`src/rtl/mvacc_pkg.sv`:
```
package mvacc_pkg;
  // Element width in bits for the chosen variant.
  function automatic logic [6:0] elem_width(input logic half, input logic sz);
    if (half) return 7'd16;
    return sz ? 7'd64 : 7'd32;
  endfunction

  // log2 of the element width, used to derive the lane count by shifting.
  function automatic int unsigned elem_log2(input logic half, input logic sz);
    if (half) return 4;
    return sz ? 6 : 5;
  endfunction

  // First source register of a group: field scaled by the group size.
  function automatic logic [4:0] src_base(input logic [3:0] fld, input logic four);
    return four ? {fld[2:0], 2'b00} : {fld, 1'b0};
  endfunction

  // Undefined when the requested precision is switched off.
  function automatic logic op_undef(input logic half, input logic sz,
                                    input logic d_en, input logic h_en);
    return half ? !h_en : (sz && !d_en);
  endfunction
endpackage

```
`src/rtl/mvacc_decode.sv`:
```
module mvacc_decode
  import mvacc_pkg::*;
#(
  parameter int VLEN = 512
) (
  input  logic                                 size_bit,
  input  logic [3:0]                           src_a_fld,
  input  logic [3:0]                           src_b_fld,
  input  logic [2:0]                           ofs,
  input  logic                                 grp4,
  input  logic                                 half_var,
  input  logic [31:0]                          sel_val,
  input  logic                                 dbl_en,
  input  logic                                 half_en,
  output logic                                 legal,
  output logic [4:0]                           base_a,
  output logic [4:0]                           base_b,
  output logic [$clog2(VLEN/8)-1:0]            first_row,
  output logic [$clog2(VLEN/8)-1:0]            stride,
  output logic [6:0]                           esize,
  output logic [$clog2(VLEN/16):0]             lanes
);
  localparam int ROWS   = VLEN / 8;
  localparam int ROW_W  = $clog2(ROWS);
  localparam int LANE_W = $clog2(VLEN/16) + 1;
  localparam logic [ROW_W-1:0] STR_TWO  = ROW_W'(ROWS / 2);
  localparam logic [ROW_W-1:0] STR_FOUR = ROW_W'(ROWS / 4);

  logic [31:0] row_sum;

  always_comb begin
    legal     = !op_undef(half_var, size_bit, dbl_en, half_en);
    base_a    = src_base(src_a_fld, grp4);
    base_b    = src_base(src_b_fld, grp4);
    stride    = grp4 ? STR_FOUR : STR_TWO;
    row_sum   = sel_val + {29'd0, ofs};
    first_row = row_sum[ROW_W-1:0] & (stride - ROW_W'(1));
    esize     = elem_width(half_var, size_bit);
    lanes     = LANE_W'(VLEN >> elem_log2(half_var, size_bit));
  end
endmodule

```
`src/rtl/mvacc_seq.sv`:
```
module mvacc_seq (
  input  logic       clk,
  input  logic       rst_n,
  input  logic       start,
  input  logic       legal,
  input  logic       grp4,
  input  logic       ready,
  output logic       busy,
  output logic       load,
  output logic       advance,
  output logic       last,
  output logic [1:0] cnt,
  output logic       done,
  output logic       exc
);
  logic grp4_q;

  assign load    = start && !busy && legal;
  assign advance = busy && ready;
  assign last    = (cnt == (grp4_q ? 2'd3 : 2'd1));

  always_ff @(posedge clk or negedge rst_n) begin
    if (!rst_n) begin
      busy   <= 1'b0;
      cnt    <= 2'd0;
      grp4_q <= 1'b0;
      done   <= 1'b0;
      exc    <= 1'b0;
    end else begin
      done <= 1'b0;
      exc  <= 1'b0;
      if (!busy && start) begin
        if (legal) begin
          busy   <= 1'b1;
          cnt    <= 2'd0;
          grp4_q <= grp4;
        end else begin
          done <= 1'b1;
          exc  <= 1'b1;
        end
      end else if (advance) begin
        if (last) begin
          busy <= 1'b0;
          done <= 1'b1;
        end else begin
          cnt <= cnt + 2'd1;
        end
      end
    end
  end

  // exception lasts one cycle and always comes with done
  p_exc_pulse_r6: assert property (@(posedge clk) disable iff (!rst_n)
    exc |-> done ##1 !exc);
  // after the last transfer, done follows and nothing is offered
  p_done_after_last_r8: assert property (@(posedge clk) disable iff (!rst_n)
    (advance && last) |=> (done && !busy));
  // done is a single-cycle pulse
  p_done_pulse_r8: assert property (@(posedge clk) disable iff (!rst_n)
    done |=> !done || $past(start));
endmodule

```
`src/rtl/mvacc_addr.sv`:
```
module mvacc_addr #(
  parameter int ROW_W  = 6,
  parameter int LANE_W = 6
) (
  input  logic              clk,
  input  logic              rst_n,
  input  logic              load,
  input  logic [4:0]        base_a,
  input  logic [4:0]        base_b,
  input  logic [ROW_W-1:0]  first_row,
  input  logic [ROW_W-1:0]  stride,
  input  logic [6:0]        esize,
  input  logic [LANE_W-1:0] lanes,
  input  logic [1:0]        cnt,
  output logic [4:0]        rd_a,
  output logic [4:0]        rd_b,
  output logic [ROW_W-1:0]  row,
  output logic [6:0]        esize_q,
  output logic [LANE_W-1:0] lanes_q
);
  logic [4:0]       base_a_q, base_b_q;
  logic [ROW_W-1:0] first_q, stride_q;

  // Row of member k: first row plus k strides (never exceeds the array).
  function automatic logic [ROW_W-1:0] member_row(input logic [ROW_W-1:0] f,
                                                  input logic [ROW_W-1:0] s,
                                                  input logic [1:0] k);
    logic [ROW_W-1:0] acc;
    acc = f;
    for (int i = 0; i < 3; i++)
      if (i < int'(k)) acc = acc + s;
    return acc;
  endfunction

  always_ff @(posedge clk or negedge rst_n) begin
    if (!rst_n) begin
      base_a_q <= '0;
      base_b_q <= '0;
      first_q  <= '0;
      stride_q <= '0;
      esize_q  <= '0;
      lanes_q  <= '0;
    end else if (load) begin
      base_a_q <= base_a;
      base_b_q <= base_b;
      first_q  <= first_row;
      stride_q <= stride;
      esize_q  <= esize;
      lanes_q  <= lanes;
    end
  end

  assign rd_a = base_a_q + {3'd0, cnt};
  assign rd_b = base_b_q + {3'd0, cnt};
  assign row  = member_row(first_q, stride_q, cnt);
endmodule

```
`src/rtl/mvacc_row_seq.sv`:
```
module mvacc_row_seq
  import mvacc_pkg::*;
#(
  parameter int VLEN   = 512,
  parameter int ROW_W  = $clog2(VLEN/8),
  parameter int LANE_W = $clog2(VLEN/16) + 1
) (
  input  logic              clk,
  input  logic              rst_n,
  input  logic              start,
  input  logic              size_bit,
  input  logic [1:0]        sel_fld,
  input  logic [3:0]        src_a_fld,
  input  logic [3:0]        src_b_fld,
  input  logic [2:0]        ofs,
  input  logic              grp4,
  input  logic              half_var,
  input  logic [31:0]       sel_val,
  input  logic              dbl_en,
  input  logic              half_en,
  output logic [3:0]        sel_idx,
  output logic              op_valid,
  input  logic              op_ready,
  output logic [4:0]        rd_a_idx,
  output logic [4:0]        rd_b_idx,
  output logic [ROW_W-1:0]  acc_row,
  output logic [6:0]        elem_bits,
  output logic [LANE_W-1:0] lanes,
  output logic              busy,
  output logic              done,
  output logic              undef_exc
);
  logic             legal, load, advance, last;
  logic [1:0]       cnt;
  logic [4:0]       base_a, base_b;
  logic [ROW_W-1:0] first_row, stride;
  logic [6:0]       esize;
  logic [LANE_W-1:0] lanes_d;

  assign sel_idx = {2'b10, sel_fld};

  mvacc_decode #(.VLEN(VLEN)) u_dec (
    .size_bit(size_bit), .src_a_fld(src_a_fld), .src_b_fld(src_b_fld),
    .ofs(ofs), .grp4(grp4), .half_var(half_var), .sel_val(sel_val),
    .dbl_en(dbl_en), .half_en(half_en), .legal(legal),
    .base_a(base_a), .base_b(base_b), .first_row(first_row),
    .stride(stride), .esize(esize), .lanes(lanes_d)
  );

  mvacc_seq u_seq (
    .clk(clk), .rst_n(rst_n), .start(start), .legal(legal), .grp4(grp4),
    .ready(op_ready), .busy(busy), .load(load), .advance(advance),
    .last(last), .cnt(cnt), .done(done), .exc(undef_exc)
  );

  mvacc_addr #(.ROW_W(ROW_W), .LANE_W(LANE_W)) u_addr (
    .clk(clk), .rst_n(rst_n), .load(load), .base_a(base_a), .base_b(base_b),
    .first_row(first_row), .stride(stride), .esize(esize), .lanes(lanes_d),
    .cnt(cnt), .rd_a(rd_a_idx), .rd_b(rd_b_idx), .row(acc_row),
    .esize_q(elem_bits), .lanes_q(lanes)
  );

  assign op_valid = busy;

  // a stalled offer stays up with unchanged indices
  p_stall_hold_r7: assert property (@(posedge clk) disable iff (!rst_n)
    (op_valid && !op_ready) |=> (op_valid && $stable(rd_a_idx)
                                 && $stable(rd_b_idx) && $stable(acc_row)));
  // sources step by one between members
  p_src_step_r2: assert property (@(posedge clk) disable iff (!rst_n)
    (advance && !last) |=> (rd_a_idx == $past(rd_a_idx) + 5'd1)
                        && (rd_b_idx == $past(rd_b_idx) + 5'd1));
  // rows step by the stride between members
  p_row_stride_r4: assert property (@(posedge clk) disable iff (!rst_n)
    (advance && !last) |=> (acc_row - $past(acc_row)) == (grp4_run_stride));
  // a start during a run leaves the reported width and lanes alone
  p_start_ignored_r9: assert property (@(posedge clk) disable iff (!rst_n)
    (busy && start) |=> ($stable(elem_bits) && $stable(lanes)));
  // an undefined operation never offers a member
  p_undef_silent_r6: assert property (@(posedge clk) disable iff (!rst_n)
    (start && !busy && !legal) |=> (undef_exc && !op_valid));

  logic [ROW_W-1:0] grp4_run_stride;
  always_ff @(posedge clk or negedge rst_n) begin
    if (!rst_n)    grp4_run_stride <= '0;
    else if (load) grp4_run_stride <= stride;
  end
endmodule

```
`config.mk`:
```
export PLATFORM = sky130hd
export DESIGN_NAME = mvacc_row_seq
export DESIGN_NICKNAME = d
export VERILOG_FILES = /design/src/rtl/mvacc_pkg.sv /design/src/rtl/mvacc_decode.sv /design/src/rtl/mvacc_seq.sv /design/src/rtl/mvacc_addr.sv /design/src/rtl/mvacc_row_seq.sv
export SDC_FILE = /design/constraint.sdc
export NUM_CORES = 1
export LEC_CHECK = 0
export ABC_AREA = 1
export ABC_CLOCK_PERIOD_IN_PS = 3600
export BUFFER_PORTS_ARGS = -buffer_cell sky130_fd_sc_hd__buf_2
export CORE_AREA = 2 2 69 64
export DETAILED_ROUTE_END_ITERATION = 8
export DIE_AREA = 0 0 71 66
export GPL_TIMING_DRIVEN = 0
export PLACE_DENSITY = 0.78
export SYNTH_ARGS = -nofsm -noshare
export SYNTH_HDL_FRONTEND = slang
export SYNTH_SLANG_ARGS = --single-unit
export TNS_END_PERCENT = 20
```
`constraint.sdc`:
```
create_clock -name clk -period 3.6 [get_ports clk]
set_input_delay 0.54 -clock clk [delete_from_list [all_inputs] [get_ports clk]]
set_output_delay 0.54 -clock clk [all_outputs]
set_load 0.1 [all_outputs]
```
==> metrics list, run 1 <==
* Data arrival at the endpoint of the critical path: 2770 ps
* Number of placed cells counting well taps: between 300 and 400
- Across the run, the number of max-cap violations was 0.
- Dominant cell by count in the synthesized netlist: sky130_fd_sc_hd__nand2_1
- First-pass GRT wire length: between 5000 and 6000 um
- Worst setup skew after layout: approximately 8 ps
* DRC violation total after the first TritonRoute iteration: 44
- Outcome: complete, no violations
* All-Layer GR Usage: between 10% and 20%
- Post-DP HPWL: approximately 2700 um
- Num Clock Sinks: 25
* Max frequency: 302 MHz
- The smallest clock period supported by the final layout is computed as 3310 ps.
- Layout filler cell count: roughly 370
- Critical Path Start Type: flip-flop
- Setup violations remaining at the end of the flow were counted as 0.
* Number of standard cells after synthesis: 205
- After detailed routing, the average wire length per cell comes to a little over 10 um.
* Cell Count, Final, Fillers Out: 318
- Clock Latency Late Sink: roughly 270 ps
- The tightest min-delay check is of the input port to async pin type.
* Slew Limit Fails: 0
- After detailed routing, the number of remaining DRC violations is 0.
- Number of enable-type register cells in the synthesized netlist: 0
- Met3 Usage GRT: about 3.4%
- Setup repair after global routing left no endpoint under its margin.
- 0 antenna diodes ended up in the layout.
- Netlist area before placement: 1710 um^2
* Number of hold buffers added after CTS: 0
- Entering global routing, the biggest net connects 26 pins.
- In the final layout, flip-flops and latches occupy 627 um^2.
* Area of the multi-input gates: 831 um^2
- The number of failing hold endpoints at the final stage is 0.
* Post-synthesis cell type count: 27
- Longest Clk Path Bufs: 2
* Met2 Track Usage GR: between 20% and 30%
* Average cell area after synthesis: around 8.4 um^2
- Worst slew margin relative to its limit: between 60% and 70%
- Sum of overflow across all layers after global routing: 0
- OpenSTA, run right after detailed placement, puts the worst setup slack at 302 ps.
* Number of standard-cell rows in the floorplan: 22
* FF+latch count, synth: 25
* Die area: 4690 um^2
- Remaining number of nets flagged by the antenna check after routing: 0
- Seq/Total Area, Yosys: 36.5%
- Top fanout value on the critical path: 5
* Starting density of the core: around 43%
* Total number of vias: ~1400
- Of the available clock period, the critical path in the final layout requires around nine tenths.
* GRT met1 Usage: around 18%
* Required arrival time at the worst endpoint: 3060 ps
- Area growth from synthesis to final layout: 24.4%
* Final Wtd Congestion: 0.770
- In the final design database the tool counted approximately 340 nets.
* Most Crowded Layer GR: met2
- # IOs: 91
- Of the cells placed in the final design, the portion with a size suffix greater than 1 is a little under two fifths.
* Post-route setup TNS: 0 ps
- Number of I/O port buffers: between 50 and 60
- The critical path is of the flip-flop to output port type.
- Via count of the first global-routing pass: 1318
- Die height: about 66 um
- TritonCTS built the clock tree.
* Routed WL: approximately 3300 um
- Sorting the synthesized cells by how often they occur yields 62 x sky130_fd_sc_hd__nand2_1, 27 x sky130_fd_sc_hd__inv_1, 25 x sky130_fd_sc_hd__dfrtp_1.
- The worst setup path is captured at an output port.
- After layout, the worst setup slack is between 200 and 300 ps.
- Biggest area consumer among synthesized cells: sky130_fd_sc_hd__dfrtp_1
- Number of buffers created by CTS: 3
- Antenna violations before repair: 0
- In the routed layout, each cell is associated on average with a via count of roughly 4.5.
- Area of the core: between 3000 and 4000 um^2
- Most used DFF post-synth: sky130_fd_sc_hd__dfrtp_1
- Fraction of synthesis flops using an asynchronous set or reset pin: 100%
- CTS H-tree depth: 1
* Clock Tree Root: sky130_fd_sc_hd__clkbuf_8
* Worst-margin pin slew: between 500 and 600 ps
- After clock tree synthesis, the clock-pin slew on the worst setup and hold paths is roughly 90 ps.
- Measured along the x axis, the die boundary spans between 70 and 80 um.
- Router iterations before antenna repair: 4
- Yosys printed 0 warnings.
* Most area-consuming cells after synthesis: sky130_fd_sc_hd__dfrtp_1 36%, sky130_fd_sc_hd__nand2_1 14%, sky130_fd_sc_hd__buf_4 8.8%, sky130_fd_sc_hd__ha_1 8.8%, sky130_fd_sc_hd__inv_1 5.9%
* Area share of the largest cell type after synthesis: between 30% and 40%
- In this run the register-to-register setup slack is 2380 ps.
-- metal layers --
| metal | up-vias | wire length, um |
|---|---|---|
| met5 | - | 0 |
| met4 | 0 | 24 |
| met3 | 2 | 235 |
| met2 | 40 | 1630 |
| met1 | 633 | 1420 |
| li1 | 746 | - |
-- worst paths after layout --
check,cells past startpoint,startpoint,endpoint
min,1,rst_n,u_addr.first_q[1]
min in group clk,2,u_addr.lanes_q[2],u_addr.lanes_q[2]
max,16,u_seq.cnt[0],acc_row[5]
min reg2reg,2,u_addr.lanes_q[2],u_addr.lanes_q[2]
max in group asynchronous,1,rst_n,u_seq.cnt[1]
max reg2reg,5,u_seq.busy,u_addr.esize_q[4]
-- cell type report --
type | instances | share of cell area, %
clock inverter | 1 | 0.235
clock buffer | 3 | 1.94
sequential | 25 | 29.4
multi-input combinational | 136 | 39.0
timing repair buffer | 55 | 13.4
tap | 48 | 2.82
inverter | 27 | 4.75
buffer | 23 | 8.51
-- registers in the layout (all words and copies together) (netlist names) --
name and cells:
u_seq.busy 1, u_addr.stride_q 2, u_seq.done 1, u_addr.base_a_q 4
u_seq.cnt 2, u_seq.exc 1, u_addr.esize_q 3, u_addr.lanes_q 2
u_addr.base_b_q 4, u_addr.first_q 5
-- cell usage in the layout (no fill, tap or decap), drive strengths merged, types with 5 or more instances in the layout --
cell type	count
buf	78
nand3	14
inv	27
nor2	5
xor2	5
nand2	63
conb	8
mux2i	6
ha	12
o21ai	16
dfrtp	25
-- worst max-delay path, stage by stage (launching register included) --
cell                      delay, ps
sky130_fd_sc_hd__dfrtp_1        420
sky130_fd_sc_hd__inv_1          130
sky130_fd_sc_hd__ha_2           220
sky130_fd_sc_hd__inv_1           80
sky130_fd_sc_hd__nand2_1         70
sky130_fd_sc_hd__nand2_1         60
sky130_fd_sc_hd__ha_1           260
sky130_fd_sc_hd__or2_2          280
sky130_fd_sc_hd__o21ai_0        110
sky130_fd_sc_hd__inv_1           70
sky130_fd_sc_hd__ha_1           190
sky130_fd_sc_hd__nand2_1         60
sky130_fd_sc_hd__nand2_1         40
sky130_fd_sc_hd__nor2_1         110
sky130_fd_sc_hd__nand2_1         70
sky130_fd_sc_hd__nand2_1         50
sky130_fd_sc_hd__buf_4          280
-- per-stage QoR --
step	cell area [um^2]	hold WS, ps	util, %
CTS	2110	266	52.8
floorplan	1740	244	-
global route	2130	282	53.4
finish	2130	243	53.4
detailed placement	2060	453	51.5
global placement	2060	449	51.5
-- kinds of logic (layout without fill, tap and decap cells) --
family                   count (synthesis)  in the layout  share of synthesized area (%)
AO/OA/AOI/OAI                           19             19                           8.47
buffers and inverters                   50            109                           16.5
multiplexers                             6              6                           3.50
adder cells (fa/ha/maj)                 13             13                           9.93
flip-flops                              25             25                           36.5
XOR/XNOR                                 5              5                           2.55
other                                    2              8                          0.438
AND/OR/NAND/NOR                         85             85                           22.1
-- what timing repair did --
item | 4_1_cts | 5_1_grt
endpoints found under the setup margin | 1 | 2
buffers inserted | 0 | 3
gates resized for setup | 1 | 3
gates cloned | 0 | 0
Power of run 1 is left out: the tool's default activity adds up to more than one toggle a clock period on the data nets, which glitch-free logic cannot reach.
==> run 2, diff against run 1 <==
--- a/config.mk
+++ b/config.mk
@@ -7,7 +7,7 @@
 export LEC_CHECK = 0
 export ABC_AREA = 1
 export ABC_CLOCK_PERIOD_IN_PS = 3600
-export BUFFER_PORTS_ARGS = -buffer_cell sky130_fd_sc_hd__buf_2
+export BUFFER_PORTS_ARGS = -buffer_cell sky130_fd_sc_hd__buf_4
 export CORE_AREA = 2 2 69 64
 export DETAILED_ROUTE_END_ITERATION = 8
 export DIE_AREA = 0 0 71 66
==> metrics list, run 2 (synthesis results as in run 1) <==
- The antenna diode count came to 0 (unchanged).
- The number of H-tree branching levels was 1 (unchanged).
* Die Width: 71 um (unchanged)
* Worst setup skew after layout: 6.74 ps (-1.26 ps)
* Worst Setup Path Type: flip-flop to output port
- Number of endpoints failing setup at the final stage: 0 (unchanged)
* Remaining number of nets flagged by the antenna check after routing: 0 (unchanged)
- The via count of the first global-routing pass is 1383 (+4.9%).
- Number of flip-flops in the largest register: 5 (unchanged)
- Ranked by flip-flop count, first place goes to u_addr.first_q.
- Final WS setup: 271 ps (-22.3 ps)
- The met3 layer usage reported by global route was 3.05% (-0.30 points).
- All-Layer GR Usage: 15.7% (+0.48 points)
- Ratio of routed vias to standard cells: 4.52 (+1.1%)
* Remaining DRCs: 0 (unchanged)
- Minimum clock period after layout: 3330 ps (+22.3 ps)
- Total number of vias: 1437 (+1.1%)
* Required arrival time at the worst endpoint: 3060 ps (about the same)
* Clock tree from TritonCTS: built
* # IOs: 91 (unchanged)
- Layout filler cell count: 382 (+2.4%)
- Top fanout value on the critical path: 6 (+1)
- Number of hold buffers added after CTS: 0 (unchanged)
* Number of hold-slack violations in the final timing report: 0 (unchanged)
- The overall routed net length came to 3440 um (+4.1%).
- Sequential cell area: 627 um^2 (unchanged)
- Minimum setup slack after placement: 365 ps (+63.9 ps)
- The average detailed-routed wire length per instance is 10.8 um (+4.1%).
- The maximum root-to-sink buffer count is 2 (unchanged).
- Clock transition at the registers of the reported paths: 90 ps (about the same)
* Data arrival at the endpoint of the critical path: 2790 ps (+20 ps)
* Tcrit/Tclk final: 92.5% (+0.62 points)
- Max frequency: 300 MHz (-0.67%)
- In this run the worst hold path is classified as input port to async pin.
- The met2 global-route usage was 29.4% (+1.3 points).
- FF-to-FF path depth: 5 (unchanged)
* Most frequent cells in the layout: 75 x sky130_fd_sc_hd__buf_4, 62 x sky130_fd_sc_hd__nand2_1, 26 x sky130_fd_sc_hd__inv_1
- The share of final-layout standard cells stronger than drive strength 1 is 38.1% (unchanged).
* Sort of element at the end of the critical path: output port
* Sum of overflow across all layers after global routing: 0 (unchanged)
- Area of the multi-input gates: 831 um^2 (unchanged)
* First-pass GRT wire length: 5870 um (+4.0%)
* Endpoint of the lowest-slack register-to-register path: u_addr.esize_q[5]
- Router iterations before antenna repair: 4 (unchanged)
- STA classifies the critical path startpoint as a flip-flop.
* Cell Count, Final, Fillers Out: 318 (unchanged)
- Clock Tree Root: sky130_fd_sc_hd__clkbuf_8
- Die height: 66 um (unchanged)
* Most common library cell in the layout ignoring fill and taps: sky130_fd_sc_hd__buf_4
* R2R Setup Slk: 2380 ps (about the same)
- Starting density of the core: 42.9% (unchanged)
- Number of I/O port buffers: 52 (unchanged)
- Number of buffers created by CTS: 3 (unchanged)
- Most Crowded Layer GR: met2
* Largest registers ranked by flip-flop count: u_addr.first_q: 5 flops, u_addr.base_a_q: 4 flops, u_addr.base_b_q: 4 flops
* # nets final: 338 (unchanged)
- The area enclosed by the die boundary is 4690 um^2 (unchanged).
- Clock Latency Late Sink: 270 ps (about the same)
* Maximum number of pins on one net before global-route repair: 26 (unchanged)
- RR Startpoint: u_seq.busy
- Number of standard-cell rows in the floorplan: 22 (unchanged)
* Final Wtd Congestion: 0.768 (-0.34%)
- Area of the core: 3990 um^2 (unchanged)
- The post-route worst hold slack was 158 ps (-84.5 ps).
* Antenna violations before repair: 0 (unchanged)
- Num Clock Sinks: 25 (unchanged)
- Slew Limit Fails: 0 (unchanged)
- GRT met1 Usage: 18.8% (+1.1 points)
- Reported max-cap violation count: 0 (unchanged)
- Number of placed cells counting well taps: 311 (unchanged)
- Area growth from synthesis to final layout: 31.8%
* DRC violation total after the first TritonRoute iteration: 53 (+20%)
- Post-DP HPWL: 2790 um (+3.0%)
* Post-route setup TNS: 0 ps (unchanged)
- Outcome: complete, no violations
- RSZ-0062 raised after global routing: no
[run 2: cell counts in the layout (fill, tap and decap cells not counted)]
Identical to the previous run, type by type.
[run 2: final cells by class]
class,instances,share of cell area (%)
clock buffers,3,1.83
flip-flops and latches,25,27.7
repair buffers,55,18.3
clock inverters,1,0.221
plain buffers,23,8.03
well taps,48,2.66
inverters,27,4.49
multi-input cells,136,36.8
[run 2: worst max-delay path by stage]
stage            startpoint         end  slack (ps)  cells after the start
6_report       u_seq.cnt[1]  acc_row[5]         270                     17
5_1_grt        u_seq.cnt[0]  acc_row[5]           5                     17
4_1_cts        u_seq.cnt[1]  acc_row[5]          70                     16
3_5_place_dp   u_seq.cnt[1]  acc_row[5]         370                     16
3_3_place_gp   u_seq.cnt[1]  acc_row[5]         470                     16
2_1_floorplan  u_seq.cnt[1]  acc_row[4]         200                     12
[run 2: per-stage QoR]
stage	utilization (%)	instance area [um^2]
6_report	56.6	2260
3_3_place_gp	54.8	2190
2_1_floorplan	-	1740
3_5_place_dp	54.8	2190
4_1_cts	56.0	2230
5_1_grt	56.6	2260
[run 2: worst max-delay path, stage by stage (launching register included)]
cell and delay (ps):
sky130_fd_sc_hd__dfrtp_2 450, sky130_fd_sc_hd__inv_2 110, sky130_fd_sc_hd__ha_2 220, sky130_fd_sc_hd__inv_1 90, sky130_fd_sc_hd__nand2_1 60, sky130_fd_sc_hd__nand2_1 60, sky130_fd_sc_hd__ha_1 260, sky130_fd_sc_hd__or2_2 280
sky130_fd_sc_hd__o21ai_0 100, sky130_fd_sc_hd__inv_1 70, sky130_fd_sc_hd__ha_1 190, sky130_fd_sc_hd__nand2_1 70, sky130_fd_sc_hd__nand2_1 40, sky130_fd_sc_hd__nor2_1 110, sky130_fd_sc_hd__inv_1 60, sky130_fd_sc_hd__nand3_1 70
sky130_fd_sc_hd__nand2_1 50, sky130_fd_sc_hd__buf_4 220
[run 2: layer usage]
| metal | vias up | share of wire [%] |
|---|---|---|
| li1 | 746 | - |
| met1 | 653 | 43 |
| met2 | 36 | 51 |
| met3 | 2 | 5.7 |
| met4 | 0 | 0.47 |
| met5 | - | 0 |
[run 2: timing repair]
action | in CTS | in global routing
endpoints found under the hold margin | 0 | 0
endpoints found under the setup margin | 0 | 2
setup buffers | 0 | 3
resized for setup | 0 | 3
Power of run 2 is left out for the same reason.
==> run 3, diff against run 2 <==
--- a/config.mk
+++ b/config.mk
@@ -6,7 +6,6 @@
 export NUM_CORES = 1
 export LEC_CHECK = 0
 export ABC_AREA = 1
-export ABC_CLOCK_PERIOD_IN_PS = 3600
 export BUFFER_PORTS_ARGS = -buffer_cell sky130_fd_sc_hd__buf_4
 export CORE_AREA = 2 2 69 64
 export DETAILED_ROUTE_END_ITERATION = 8
==> constraint.sdc (replaced) <==
create_clock -name clk -period 3.6 [get_ports clk]
set_input_delay 0.18 -clock clk [delete_from_list [all_inputs] [get_ports clk]]
set_output_delay 0.18 -clock clk [all_outputs]
set_load 0.1 [all_outputs]
==> metrics list, run 3 (synthesis results as in run 1) <==
- The number of H-tree branching levels is 1 (unchanged).
* Routed WL: 3430 um (-0.29%)
* Clock tree from TritonCTS: built
- The largest registers in the layout are u_addr.first_q: 5 flops, u_addr.base_a_q: 4 flops, u_addr.base_b_q: 4 flops.
* Total number of vias: 1429 (-0.56%)
* Number of flip-flops in the largest register: 5 (unchanged)
- Count of buffer and inverter cells on the critical path: 5 (unchanged)
- Layout cell share with drive strength beyond 1: 36.2% (-2.0 points)
* # nets final: 336 (-0.59%)
- The total congestion overflow after global routing is 0 (unchanged).
- Data arrival at the endpoint of the critical path: 2940 ps (+150 ps)
- Critical Path Start Type: flip-flop
* Post-route setup TNS: 0 ps (unchanged)
- Required arrival time at the worst endpoint: 3420 ps (+360 ps)
- Most flops, register: u_addr.first_q
* Most frequent cells in the layout: 72 x sky130_fd_sc_hd__buf_4, 62 x sky130_fd_sc_hd__nand2_1, 27 x sky130_fd_sc_hd__inv_1
- The instance count on the critical path was 17 (unchanged).
- Post-CTS setup buffers: 0 (unchanged)
* Class of the worst hold path: input port to flip-flop
- Outcome: complete, no violations
- The total area of sequential cells was 626 um^2 (-0.20%).
- Area growth from synthesis to final layout: 30.9%
* Final Wtd Congestion: 0.768 (unchanged)
- The antenna diode count is 0 (unchanged).
- Slowest cell on the critical path: sky130_fd_sc_hd__dfrtp_1
- The clock buffer count from CTS was 3 (unchanged).
- Top fanout value on the critical path: 7 (+1)
* Number of I/O port buffers: 52 (unchanged)
- The kind of cell with the highest combined delay along the critical path is simple AND/OR/NAND/NOR gates.
* Die Width: 71 um (unchanged)
- The wire length of the first global-routing pass was 5910 um (+0.72%).
* All-Layer GR Usage: 15.8% (+0.098 points)
- The average detailed-routed wire length per instance is 10.8 um (+0.34%).
- CP Cell Sequence: inv_1 -> ha_1 -> inv_1 -> nand2_1 -> nand2_1 -> ha_1 -> or2_2 -> o21ai_0 -> inv_1 -> ha_1 -> nand2_1 -> nand2_1 -> nor2_1 -> inv_1 -> nand3_1 -> nand2_1 -> buf_4
* Longest Clk Path Bufs: 2 (unchanged)
- The number of failing hold endpoints at the final stage was 0 (unchanged).
- Number of endpoints failing setup at the final stage: 0 (unchanged)
- Tcrit/Tclk final: 86.8% (-5.7 points)
- Setup repair after global routing left no endpoint under its margin.
- Clock Latency Late Sink: 270 ps (about the same)
- The library cell used most frequently in the layout, excluding fill and tap cells, is sky130_fd_sc_hd__buf_4.
- The violation count after the first detailed-routing iteration is 59 (+11%).
- Max frequency: 320 MHz (+6.5%)
* Remaining DRCs: 0 (unchanged)
* Minimum clock period after layout: 3120 ps (-204 ps)
* Layout filler cell count: 378 (-1.0%)
- The placed wire-length estimate was 2790 um (unchanged).
- By startpoint and endpoint, the worst setup path is classified as flip-flop to output port.
- The worst setup path is captured at an output port.
* Clock Tree Root: sky130_fd_sc_hd__clkbuf_8
* Ratio of routed vias to standard cells: 4.52 (about the same)
- The initial antenna violation count is 0 (unchanged).
- The number of detailed-routing iterations run before antenna repair is 4 (unchanged).
- Die height: 66 um (unchanged)
* Cell occurring most often along the worst timing path: sky130_fd_sc_hd__nand2_1
* Area of the multi-input gates: 828 um^2 (-0.30%)
- FF-to-FF path depth: 6 (+1)
- Worst setup skew after layout: 6.37 ps (-0.367 ps)
- The standard cell core area is 3990 um^2 (unchanged).
* Starting density of the core: 42.9% (unchanged)
- The register clock-pin slew on the reported worst setup and hold paths was 90 ps (about the same).
- The count of boundary I/O pins was 91 (unchanged).
- Number of standard-cell rows in the floorplan: 22 (unchanged)
* Largest incremental delay on the critical path: 480 ps (+30 ps)
* Num Clock Sinks: 25 (unchanged)
* Via count of the first global-routing pass: 1388 (+0.36%)
- Maximum number of pins on one net before global-route repair: 26 (unchanged)
- The area enclosed by the die boundary is 4690 um^2 (unchanged).
- PostCTS Resize Cnt: 0 (unchanged)
- Remaining number of nets flagged by the antenna check after routing: 0 (unchanged)
- The worst hold path passes through 3 cells.
* Slew Limit Fails: 0 (unchanged)
- The max-cap violation count is 0 (unchanged).
run 3: worst paths after layout:
kind                                        start  slack, ps                  to
worst max-delay path                 u_seq.cnt[1]        480          acc_row[5]
worst min-delay path                 src_a_fld[0]        120  u_addr.base_a_q[1]
worst max register to register       u_seq.cnt[1]       2370        u_seq.cnt[0]
max in group asynchronous                   rst_n       3000        u_seq.cnt[1]
worst min register to register  u_addr.lanes_q[2]        480   u_addr.lanes_q[2]
min in group asynchronous                   rst_n        350   u_addr.first_q[2]
run 3: worst min-delay path: stages:
cell,delay [ps]
sky130_fd_sc_hd__buf_4,90
sky130_fd_sc_hd__nand2_1,40
sky130_fd_sc_hd__nand2_1,40
run 3: what timing repair did:
item	in CTS	in global routing
endpoints found under the setup margin	0	0
endpoints found under the hold margin	25	0
hold buffers	1	0
run 3: area by class of cell:
type | count | area share, %
plain buffers | 23 | 8.09
clock buffers | 3 | 1.84
clock inverters | 1 | 0.223
inverters | 27 | 4.52
multi-input cells | 136 | 36.9
flip-flops and latches | 25 | 27.9
well taps | 48 | 2.68
repair buffers | 53 | 17.8
run 3: per-stage QoR:
stage / area, um^2 / setup WS (ps) / cells / hold WS [ps] / utilization [%]
final: 2240 / 475 / 316 / 116 / 56.2
after global routing: 2240 / 176 / 316 / 103 / 56.2
after detailed placement: 2190 / 725 / 311 / 107 / 54.8
after CTS: 2240 / 434 / 316 / 114 / 56.2
after global placement: 2190 / 832 / 311 / 103 / 54.8
after floorplan: 1740 / 555 / 211 / -116 / -
run 3: routing by layer:
layer / share of wire, % / GRT usage [%] / up-vias
met4: 0.47 / 2.83 / 0
met2: 51 / 29.7 / 36
met5: 0 / 0 / -
met3: 5.7 / 3.05 / 2
met1: 43 / 18.9 / 651
li1: - / - / 740
Power of run 3 is left out for the same reason.
